<file path="src/rtl/itlb_lru_pkg.sv">
package itlb_lru_pkg;
    localparam int IDX_W   = 2;
    localparam int NENT    = 1 << IDX_W;
    localparam int STATE_W = 6;

    typedef logic [STATE_W-1:0] lru_t;
    typedef logic [IDX_W-1:0]   idx_t;

    // bits forced to one when an entry is used
    function automatic lru_t set_mask(input idx_t e);
        case (e)
            2'd0:    set_mask = 6'b000000;
            2'd1:    set_mask = 6'b100000;
            2'd2:    set_mask = 6'b010100;
            default: set_mask = 6'b001011;
        endcase
    endfunction

    // bits forced to zero when an entry is used
    function automatic lru_t clr_mask(input idx_t e);
        case (e)
            2'd0:    clr_mask = 6'b111000;
            2'd1:    clr_mask = 6'b000110;
            2'd2:    clr_mask = 6'b000001;
            default: clr_mask = 6'b000000;
        endcase
    endfunction

    // bits an entry's victim pattern looks at
    function automatic lru_t care_mask(input idx_t e);
        care_mask = set_mask(e) | clr_mask(e);
    endfunction

    // the pattern value that marks an entry as oldest: the opposite of a use
    function automatic lru_t old_value(input idx_t e);
        old_value = clr_mask(e);
    endfunction
endpackage

</file>
<file path="src/rtl/itlb_lru_update.sv">
module itlb_lru_update
    import itlb_lru_pkg::*;
(
    input  lru_t cur,
    input  idx_t idx,
    output lru_t nxt
);
    always_comb begin
        nxt = (cur & ~clr_mask(idx)) | set_mask(idx);
    end
endmodule

</file>
<file path="src/rtl/itlb_lru_victim.sv">
module itlb_lru_victim
    import itlb_lru_pkg::*;
(
    input  lru_t cur,
    output idx_t victim,
    output logic illegal
);
    logic [NENT-1:0] hit;

    for (genvar g = 0; g < NENT; g++) begin : g_pat
        assign hit[g] = ((cur & care_mask(idx_t'(g))) == old_value(idx_t'(g)));
    end

    always_comb begin
        victim  = '0;
        illegal = 1'b1;
        for (int i = NENT - 1; i >= 0; i--) begin
            if (hit[i]) begin
                victim  = idx_t'(i);
                illegal = 1'b0;
            end
        end
    end
endmodule

</file>
<file path="src/rtl/itlb_lru_tracker.sv">
module itlb_lru_tracker
    import itlb_lru_pkg::*;
#(
    parameter logic [5:0] RST_STATE = 6'h00
) (
    input  logic       clk,
    input  logic       rst_n,
    input  logic       use_vld,
    input  logic [1:0] use_idx,
    input  logic       wr_en,
    input  logic [5:0] wr_data,
    output logic [5:0] state_o,
    output logic [1:0] victim_o,
    output logic       illegal_o
);
    typedef struct packed {
        lru_t lru;
    } regs_t;

    regs_t r_d, r_q;
    lru_t  upd;

    itlb_lru_update u_upd (
        .cur (r_q.lru),
        .idx (use_idx),
        .nxt (upd)
    );

    itlb_lru_victim u_vic (
        .cur     (r_q.lru),
        .victim  (victim_o),
        .illegal (illegal_o)
    );

    always_comb begin
        r_d = r_q;
        if (wr_en)        r_d.lru = wr_data;
        else if (use_vld) r_d.lru = upd;
    end

    always_ff @(posedge clk) begin
        if (!rst_n) r_q.lru <= RST_STATE;
        else        r_q     <= r_d;
    end

    assign state_o = r_q.lru;
endmodule

</file>
<file path="config.mk">
export PLATFORM = sky130hd
export DESIGN_NAME = itlb_lru_tracker
export DESIGN_NICKNAME = d
export VERILOG_FILES = /design/src/rtl/itlb_lru_pkg.sv /design/src/rtl/itlb_lru_update.sv /design/src/rtl/itlb_lru_victim.sv /design/src/rtl/itlb_lru_tracker.sv
export SDC_FILE = /design/constraint.sdc
export NUM_CORES = 1
export LEC_CHECK = 0
export CORE_AREA = 5 5 42 44
export DETAILED_ROUTE_END_ITERATION = 8
export DIE_AREA = 0 0 47 49
export PLACE_DENSITY = 0.66
export RECOVER_POWER = 25
export SYNTH_ARGS = -nofsm -noshare
export SYNTH_HDL_FRONTEND = slang
export SYNTH_SLANG_ARGS = --single-unit
</file>
<file path="constraint.sdc">
create_clock -name clk -period 1.04 [get_ports clk]
set_clock_uncertainty 0.15 [all_clocks]
set_input_delay 0.208 -clock clk [delete_from_list [all_inputs] [get_ports clk]]
set_output_delay 0.208 -clock clk [all_outputs]
set_load 0.01 [all_outputs]
</file>
-- Word level (Yosys, flattened, before mapping)
Cells that the tools add are included.
- equal/unequal tests: 5
- mux-type cells: 12
- bitwise operators: 3
- reductions and logical operators: 3
- operators by type and width (operator ; number):
    6-bit one-hot mux with 3 select lines ; 2
    6-bit two-way mux ; 2
    2-bit two-way mux ; 4
    6-bit bitwise AND ; 1
    6-bit zero test ; 1
    6-bit inverter ; 1
    6-bit bitwise OR ; 1
    1-bit two-way mux ; 4
    3-bit by 1-bit equality test with 1-bit output (second input constant) ; 1
    3-bit by 2-bit equality test with 1-bit output (second input constant) ; 1
    3-bit equality test (second input constant) ; 1
    2-bit by 1-bit equality test with 1-bit output (second input constant) ; 1
    2-bit equality test (second input constant) ; 1
    2-bit zero test ; 1
    2-bit nonzero test ; 1
- bits in registers: 6
- output and inout port bits: 9

-- Logic depth before layout (Yosys ltp)
Gate-level depths: netlist of run 1.
- depth in word-level cells: 7
- depth in mapped cells: 3
- mapped depth without buffers: 3

-- Hierarchy
Synthesis of run 1 repeated with hierarchy kept, for this count alone.
- cells, all modules: 45
- area total of the unflattened synthesis: 440.4 um^2
- modules (own cells, without submodules) (module ; instances ; cells each ; area an instance (um^2) ; sequential area each (um^2)):
    itlb_lru_tracker ; 1 ; 26 ; 322.8 ; 120.1
    itlb_lru_update ; 1 ; 11 ; 66.3 ; 0.0
    itlb_lru_victim ; 1 ; 8 ; 51.3 ; 0.0

-- Worst setup path before layout of run 1
OpenSTA, ideal clock, no wires.
- path type: reg2out
- start: register r_q (netlist bit state_o[3])
- end: output illegal_o
- data arrival time: 0.956 ns
- data required time: 0.682 ns
- slack: -0.274 ns
- stages on the path, launching flop included: 4
- buffers on the path: 0
- path through: dfxtp_1 or3_4 nand2_1 nor2_1
- longest elaborated chain between the ends: 5
- elaborated cells on any way between the ends: 6
- those cells by class: 1 x eq/ne; 4 x mux; 1 x reduce/logical
- ends and longest elaborated chain (element ; RTL line ; RTL):
    start, declared ; itlb_lru_tracker.sv:20 ; regs_t r_d, r_q;
    start signal, assigned ; itlb_lru_tracker.sv:43 ; else r_q <= r_d;
    6-bit zero test ; itlb_lru_victim.sv:11 ; assign hit[g] = ((cur & care_mask(idx_t'(g))) == old_value(idx_t'(g)));
    1-bit two-way mux (3 in a row) ; itlb_lru_victim.sv:18 ; if (hit[i]) begin
    1-bit two-way mux * ; itlb_lru_victim.sv:18 ;
    end, declared ; itlb_lru_tracker.sv:14 ; output logic illegal_o
Every way passes the cells marked *; elsewhere a longest branch is shown, timed or not.

-- Worst setup path after layout of run 1
Same ends and word-level chain as after synthesis.

==> results of run 1 <==
==> power breakdown <==
part | leakage (nW) | internal, mW | total [mW] | switching (mW)
combinational | 0.238 | 0.155 | 0.263 | 0.108
sequential | 0.0516 | 0.253 | 0.270 | 0.0170
clock | 0.0138 | 0.130 | 0.204 | 0.0742
==> metrics by stage <==
stage / setup TNS [ns] / setup WS [ns]
after floorplan: -0.464 / -0.181
final: -1.94 / -0.495
after CTS: -2.02 / -0.499
after detailed placement: -5.96 / -0.612
after global routing: -2.24 / -0.536
after global placement: -5.80 / -0.598
==> worst reg2reg max path: stages, from the launching register on <==
cell and delay (ns):
sky130_fd_sc_hd__dfxtp_2 0.33, sky130_fd_sc_hd__buf_6 0.11, sky130_fd_sc_hd__buf_4 0.13, sky130_fd_sc_hd__o21ai_2 0.12
sky130_fd_sc_hd__a21oi_1 0.07
==> path summary, 6_finish.rpt <==
check | to | slack, ns
max | illegal_o | -0.50
min | flip-flop | 0.16
max reg2reg | state_o[3]$_SDFFE_PN0P_ | 0.02
min reg2reg | flip-flop | 0.44
==> logic make-up after synthesis <==
logic type,Yosys count,synth area share
compound gates,17,0.306
mux,3,0.0952
flops,6,0.381
buf+inv,1,0.0119
simple gates,12,0.206
==> layout make-up <==
class | count | area [sq um] | share of cell area
Tap cell | 16 | 20.0 | 0.0300
Timing Repair Buffer | 29 | 277 | 0.415
Sequential cell | 6 | 128 | 0.191
Multi-Input combinational cell | 32 | 216 | 0.325
Clock buffer | 3 | 22.5 | 0.0338
Inverter | 1 | 3.75 | 0.00563
==> cells in the mapped netlist, drive strengths merged <==
cell	number
nor2b	1
nand3b	1
inv	1
dfxtp	6
a221oi	1
or3	1
nor2	3
o21bai	1
mux2i	3
nand2	4
a32o	1
nand2b	1
a21oi	7
and2	1
o21ai	7
==> placed cells by master (no fill, tap or decap), drive strengths merged <==
| master | n |
|---|---|
| nor2 | 3 |
| o21ai | 7 |
| clkbuf | 3 |
| a32o | 1 |
| dlymetal6s2s | 1 |
| inv | 1 |
| and2 | 1 |
| nand3b | 1 |
| a221oi | 1 |
| nand2b | 1 |
| o21bai | 1 |
| or3 | 1 |
| clkdlybuf4s50 | 6 |
| nor2b | 1 |
| dlygate4sd2 | 4 |
| a21oi | 7 |
| mux2i | 3 |
| dfxtp | 6 |
| buf | 18 |
| nand2 | 4 |
==> repair_timing <==
action / in CTS / in global routing
cloned: 0 / 0
gates resized for setup: 56 / 6
endpoints found under the setup margin: 15 / 12
pin swaps: 1 / 3
buffers inserted: 1 / 3
==> layer usage <==
metal	routed length, microns	track usage	up-vias
li1	-	-	208
met1	436	0.108	181
met2	499	0.158	20
met3	95	0.0258	4
met4	36	0.0737	0
met5	0	0	-
==> impl_table.tex, run 1 <==
\begin{tabular}{lr}
\hline
Metric & Value \\
\hline
\multicolumn{2}{l}{\textbf{Run status}} \\
Run status & finished, violations left \\
Failing checks & setup timing \\
\multicolumn{2}{l}{\textbf{Critical path}} \\
Worst R2R Path Depth & 4 \\
CP Data Arrival Time & 1.18 ns \\
Required time of the worst setup path & between 0.6 and 0.7 ns \\
Largest driver fanout on the critical path & 3 \\
Dominant delay contributor by cell family on the critical path & simple AND/OR/NAND/NOR gates \\
Sequence of cells on the critical path & or3\_4 > nand2\_4 > nor2\_2 > buf\_2 \\
Worst reg2reg startpoint & state\_o[3]\$\_SDFFE\_PN0P\_ \\
CP peak stage delay & 0.38 ns \\
Worst setup path start & state\_o[3]\$\_SDFFE\_PN0P\_ \\
Classification of the worst setup path & reg -> out \\
Critical path startpoint category & flip-flop \\
Master of the slowest instance on the critical path & sky130\_fd\_sc\_hd\_\_or3\_4 \\
Number of gates on the worst path with buffers counted & 4 \\
Type of element capturing the critical path & output pin \\
WP buf/inv & 1 \\
\multicolumn{2}{l}{\textbf{Global route}} \\
Pin count of the biggest net entering global routing & 10 \\
Grt total ovfl & 0 \\
Global Route Usage Sum & 0.100 \\
Number of antenna violations at the first check in global routing & 0 \\
Vias in the first global route & $\sim$400 \\
Wire length of the first global-routing pass & about 1700 microns \\
\multicolumn{2}{l}{\textbf{Yosys}} \\
Average cell area after synthesis & 8.08 sq um \\
Proportion of netlist area held by the largest area contributor & 0.381 \\
Synth cell types & 16 \\
Top cells by area, synth & sky130\_fd\_sc\_hd\_\_dfxtp\_1 38\%, sky130\_fd\_sc\_hd\_\_a21oi\_1 11\%, sky130\_fd\_sc\_hd\_\_mux2i\_1 9.5\%, sky130\_fd\_sc\_hd\_\_o21ai\_0 9.5\%, sky130\_fd\_sc\_hd\_\_nand2\_1 4.8\% \\
Synthesized netlist cell count & 39 \\
Yosys warning count & 0 \\
Largest area contributor in the netlist & sky130\_fd\_sc\_hd\_\_dfxtp\_1 \\
Seq/Total Area, Yosys & 0.381 \\
Synthesized netlist net count & 51 \\
Post-synthesis instance area & 315 sq um \\
Flip-flop and latch count after synthesis & 6 \\
\multicolumn{2}{l}{\textbf{Floorplan}} \\
Y dimension of the die & $\sim$50 microns \\
Floorplan die width & about 47 microns \\
Io pins & 21 \\
Overall die area & 2300 sq um \\
Initial Util & 0.225 \\
Area of the core region & 1400 sq um \\
Num rows & 14 \\
\multicolumn{2}{l}{\textbf{Timing}} \\
Worst Tran Pin Value & 0.185 ns \\
Portion of the clock cycle consumed by the worst path in the final layout & 1.48 \\
Endpoints failing setup & 9 \\
Worst setup margin & -0.495 ns \\
RSZ-0062 raised after global routing & yes \\
Max Clock Freq & 651 MHz \\
Worst hold slack across all endpoints & roughly 0.16 ns \\
Total count of hold-check failures in the final report & 0 \\
Slew Viols, Final & 0 \\
Relative slew slack & 0.875 \\
Fin crit period & 1.54 ns \\
\multicolumn{2}{l}{\textbf{Detailed routing}} \\
Final routed DRC violation total & 0 \\
Antenna viol nets, final & 0 \\
Final routed wire length divided by cell count & 12.3 microns \\
Number of DRC markers in iteration 0 & 7 \\
Via-per-instance ratio & 4.75 \\
First-pass iteration count of the detailed router & 3 \\
Total via count after detailed routing & approximately 410 \\
Detailed-route wire length & between 1000 and 1500 microns \\
\multicolumn{2}{l}{\textbf{Clocking}} \\
Number of buffers on the longest clock path & 2 \\
H-tree depth & 1 \\
CTS Buf Count & 3 \\
Number of hold buffers added after CTS & 0 \\
Post-CTS clock slew at the launch and capture registers of the worst setup and hold paths & approximately 0.04 ns \\
Clock latency reported for the late side of the worst-skew pair & between 0.2 and 0.25 ns \\
\# clock sinks & 6 \\
Cell chosen for the clock root & sky130\_fd\_sc\_hd\_\_clkbuf\_4 \\
TritonCTS clock tree & built \\
\multicolumn{2}{l}{\textbf{Layout}} \\
Number of diodes added for antenna fixing & 0 \\
Number of nets in the layout & 85 \\
Final standard cell count with taps included and fillers excluded & 87 \\
Post-route cell area & 667 sq um \\
Share of layout cells above drive strength 1 & 0.493 \\
Final core area utilization & 0.476 \\
\# fillers & roughly 150 \\
Area added between synthesis and finish & 112\% \\
\multicolumn{2}{l}{\textbf{Hold path}} \\
Cell depth of the worst min-delay path & 3 \\
Hold Startpoint & rst\_n \\
Worst min-delay path category & in -> reg \\
\multicolumn{2}{l}{\textbf{Placement}} \\
Last weighted congestion value of the routability-driven placer & 0.730 \\
Placed Cells incl. Taps & 82 \\
Area post-placement & 601 sq um \\
Number of port buffers & 20 \\
Post-DP HPWL & 852 microns \\
\multicolumn{2}{l}{\textbf{Pwr}} \\
Power density over the cells & around 1100 nW/um\^{}2 \\
Worst IR drop on VDD & 0.000417 V \\
Overall Power & 737 uW \\
Static Leak & 0.304 nW \\
\multicolumn{2}{l}{\textbf{Flow run}} \\
Max-capacitance violation count & 0 \\
\hline
\end{tabular}
No activity file was read; power rests on OpenSTA's default activity.
==> run 2, diff against run 1 <==
Settings changed: CELL_PAD_IN_SITES_DETAIL_PLACEMENT set to 2, CELL_PAD_IN_SITES_GLOBAL_PLACEMENT set to 2, CORE_AREA 5 5 42 44 to not set, CORE_MARGIN set to 5, CORE_UTILIZATION set to 15, DIE_AREA 0 0 47 49 to not set, PLACE_DENSITY 0.66 to 0.77.
==> run 2 against run 1 <==
The run still ends with setup timing left. Clock power grew 9.8%. First-iteration DRC count decreased by 100%. Routed wire length up 39%. Worst hold slack worse by 0.0041 ns. Critical path type unchanged. Largest cell class unchanged.
==> impl_table.tex, run 2 (synthesis results as in run 1) <==
\begin{tabular}{lr}
\hline
Metric & Value \\
\hline
\multicolumn{2}{l}{\textbf{Run status}} \\
Run status & finished, violations left \\
Failing checks & setup timing \\
\multicolumn{2}{l}{\textbf{Timing}} \\
Worst setup margin & -0.509 ns \\
Max Clock Freq & 646 MHz \\
Total count of hold-check failures in the final report & 0 \\
Endpoints failing setup & 10 \\
Total negative setup slack & -2.18 ns \\
Relative slew slack & 0.868 \\
Slew Viols, Final & 0 \\
Portion of the clock cycle consumed by the worst path in the final layout & 1.49 \\
RSZ-0062 raised after global routing & yes \\
Worst Tran Pin Value & a little under 0.2 ns \\
Fin crit period & around 1.5 ns \\
\multicolumn{2}{l}{\textbf{Detailed routing}} \\
Final routed wire length divided by cell count & about 15 microns \\
Number of DRC markers in iteration 0 & 0 \\
Final routed DRC violation total & 0 \\
Metal1 wirelength & 603 microns \\
Via-per-instance ratio & 4.32 \\
Detailed-route wire length & around 1500 microns \\
Length of routed met3 wiring & 76 microns \\
Total via count after detailed routing & 432 \\
First-pass iteration count of the detailed router & 1 \\
Antenna viol nets, final & 0 \\
Routed length on met2 & 781 microns \\
Highest metal layer used by the detailed router & met4 \\
\multicolumn{2}{l}{\textbf{Critical path}} \\
CP peak stage delay & approximately 0.40 ns \\
Type of element capturing the critical path & output pin \\
Capturing element of the worst setup path & illegal\_o \\
Largest driver fanout on the critical path & 2 \\
Worst setup path start & state\_o[3]\$\_SDFFE\_PN0P\_ \\
Sequence of cells on the critical path & or3\_4 > nand2\_4 > nor2\_2 > buf\_2 \\
Critical path startpoint category & flip-flop \\
Worst R2R Path Depth & 4 \\
Master of the slowest instance on the critical path & sky130\_fd\_sc\_hd\_\_or3\_4 \\
CP Data Arrival Time & 1.19 ns \\
Worst reg2reg startpoint & state\_o[3]\$\_SDFFE\_PN0P\_ \\
Required time of the worst setup path & 0.68 ns \\
Capturing point of the worst reg2reg path & state\_o[3]\$\_SDFFE\_PN0P\_ \\
Flop-to-flop setup slack & -0.01 ns \\
Classification of the worst setup path & reg -> out \\
\multicolumn{2}{l}{\textbf{Placement}} \\
Area post-placement & roughly 630 sq um \\
Placement Setup Slack & -0.635 ns \\
Placed Cells incl. Taps & 95 \\
Post-DP HPWL & 1210 microns \\
Number of port buffers & 20 \\
Last weighted congestion value of the routability-driven placer & around 0.75 \\
\multicolumn{2}{l}{\textbf{Floorplan}} \\
Floorplan die width & 55.8 microns \\
Overall die area & 3120 sq um \\
Io pins & 21 \\
Initial Util & 0.159 \\
Num rows & 16 \\
Area of the core region & approximately 2000 sq um \\
Y dimension of the die & 55.8 microns \\
\multicolumn{2}{l}{\textbf{Layout}} \\
Post-route cell area & 704 sq um \\
Final standard cell count with taps included and fillers excluded & 100 \\
Final core area utilization & 0.355 \\
Most common cell after layout, fill and taps aside & sky130\_fd\_sc\_hd\_\_buf\_6 \\
Number of nets in the layout & between 80 and 90 \\
Number of diodes added for antenna fixing & 0 \\
Most used cells in the layout excluding fill and tap cells & 11 x sky130\_fd\_sc\_hd\_\_buf\_6, 6 x sky130\_fd\_sc\_hd\_\_clkdlybuf4s50\_1, 6 x sky130\_fd\_sc\_hd\_\_buf\_4 \\
Share of layout cells above drive strength 1 & 0.575 \\
Area added between synthesis and finish & 123\% \\
\# fillers & 221 \\
\multicolumn{2}{l}{\textbf{Hold path}} \\
Worst min-delay path category & in -> reg \\
\multicolumn{2}{l}{\textbf{Clocking}} \\
\# clock sinks & 6 \\
Number of buffers on the longest clock path & 2 \\
H-tree depth & 1 \\
Number of hold buffers added after CTS & 0 \\
CTS Buf Count & 3 \\
Post-CTS clock slew at the launch and capture registers of the worst setup and hold paths & 0.05 ns \\
Cell chosen for the clock root & sky130\_fd\_sc\_hd\_\_clkbuf\_4 \\
Clock latency reported for the late side of the worst-skew pair & $\sim$0.25 ns \\
TritonCTS clock tree & built \\
\multicolumn{2}{l}{\textbf{Global route}} \\
Pin count of the biggest net entering global routing & 10 \\
Vias in the first global route & 505 \\
Grt total ovfl & 0 \\
Wire length of the first global-routing pass & 2430 microns \\
Number of antenna violations at the first check in global routing & 0 \\
Global Route Usage Sum & 0.100 \\
\multicolumn{2}{l}{\textbf{Pwr}} \\
Power density over the cells & 1100 nW/um\^{}2 \\
Static Leak & 0.306 nW \\
Worst IR drop on VDD & 0.000413 V \\
\multicolumn{2}{l}{\textbf{Flow run}} \\
Max-capacitance violation count & 0 \\
\hline
\end{tabular}
==> run 2: worst min-delay path by stage <==
stage	slack [ns]	end	from	cells past startpoint
after floorplan	0.19	flip-flop	rst_n	2
after global placement	0.44	flip-flop	flip-flop	2
after detailed placement	0.47	flip-flop	flip-flop	2
after CTS	0.27	state_o[2]$_SDFFE_PN0P_	use_idx[0]	3
after global routing	0.19	state_o[2]$_SDFFE_PN0P_	use_idx[0]	3
final	0.16	state_o[2]$_SDFFE_PN0P_	use_idx[0]	3
==> run 2: cell type report <==
type                            count  area (sq um)  share of cell area
Inverter                            1          3.75             0.00533
Clock buffer                        3          22.5              0.0320
Multi-Input combinational cell     32           229               0.325
Timing Repair Buffer               31           285               0.405
Sequential cell                     6           130               0.185
Tap cell                           27          33.8              0.0480
==> run 2: where the power goes <==
| group | internal, mW | switching [mW] | leakage (nW) |
|---|---|---|---|
| Clock | 0.131 | 0.0930 | 0.0138 |
| Sequential | 0.251 | 0.0168 | 0.0519 |
| Combinational | 0.163 | 0.122 | 0.240 |
==> run 2: repair_timing <==
action,in CTS,in global routing
pin swaps,6,2
setup buffers,1,2
resized for setup,63,8
endpoints found under the setup margin,15,14
==> run 2: metal layers <==
layer / vias to the layer above / global-route usage
met2: 16 / 0.179
met3: 2 / 0.0302
met1: 202 / 0.106
met4: 0 / 0.0508
li1: 212 / -
met5: - / 0
==> run 2: through the flow <==
step	power, mW	hold WS (ns)
finish	0.778	0.160
global route	0.826	0.191
CTS	0.776	0.272
detailed placement	0.542	0.467
global placement	0.528	0.435
floorplan	0.362	0.189
==> run 2: critical path: cells and delay by family, from the launching register on <==
kind                   cells  cell delay, ns
and+or+nand+nor            3            0.51
DFF                        1            0.31
buffers and inverters      1            0.13
==> run 3, diff against run 2 <==
Settings changed: CELL_PAD_IN_SITES_DETAIL_PLACEMENT 2 to not set, CELL_PAD_IN_SITES_GLOBAL_PLACEMENT 2 to not set, CORE_AREA set to 5 5 42 44, CORE_MARGIN 5 to not set, CORE_UTILIZATION 15 to not set, DIE_AREA set to 0 0 47 49, PLACE_DENSITY 0.77 to 0.66.
==> results of run 3 <==
No change in the layout: final DEF, timing and power equal those of run 1.
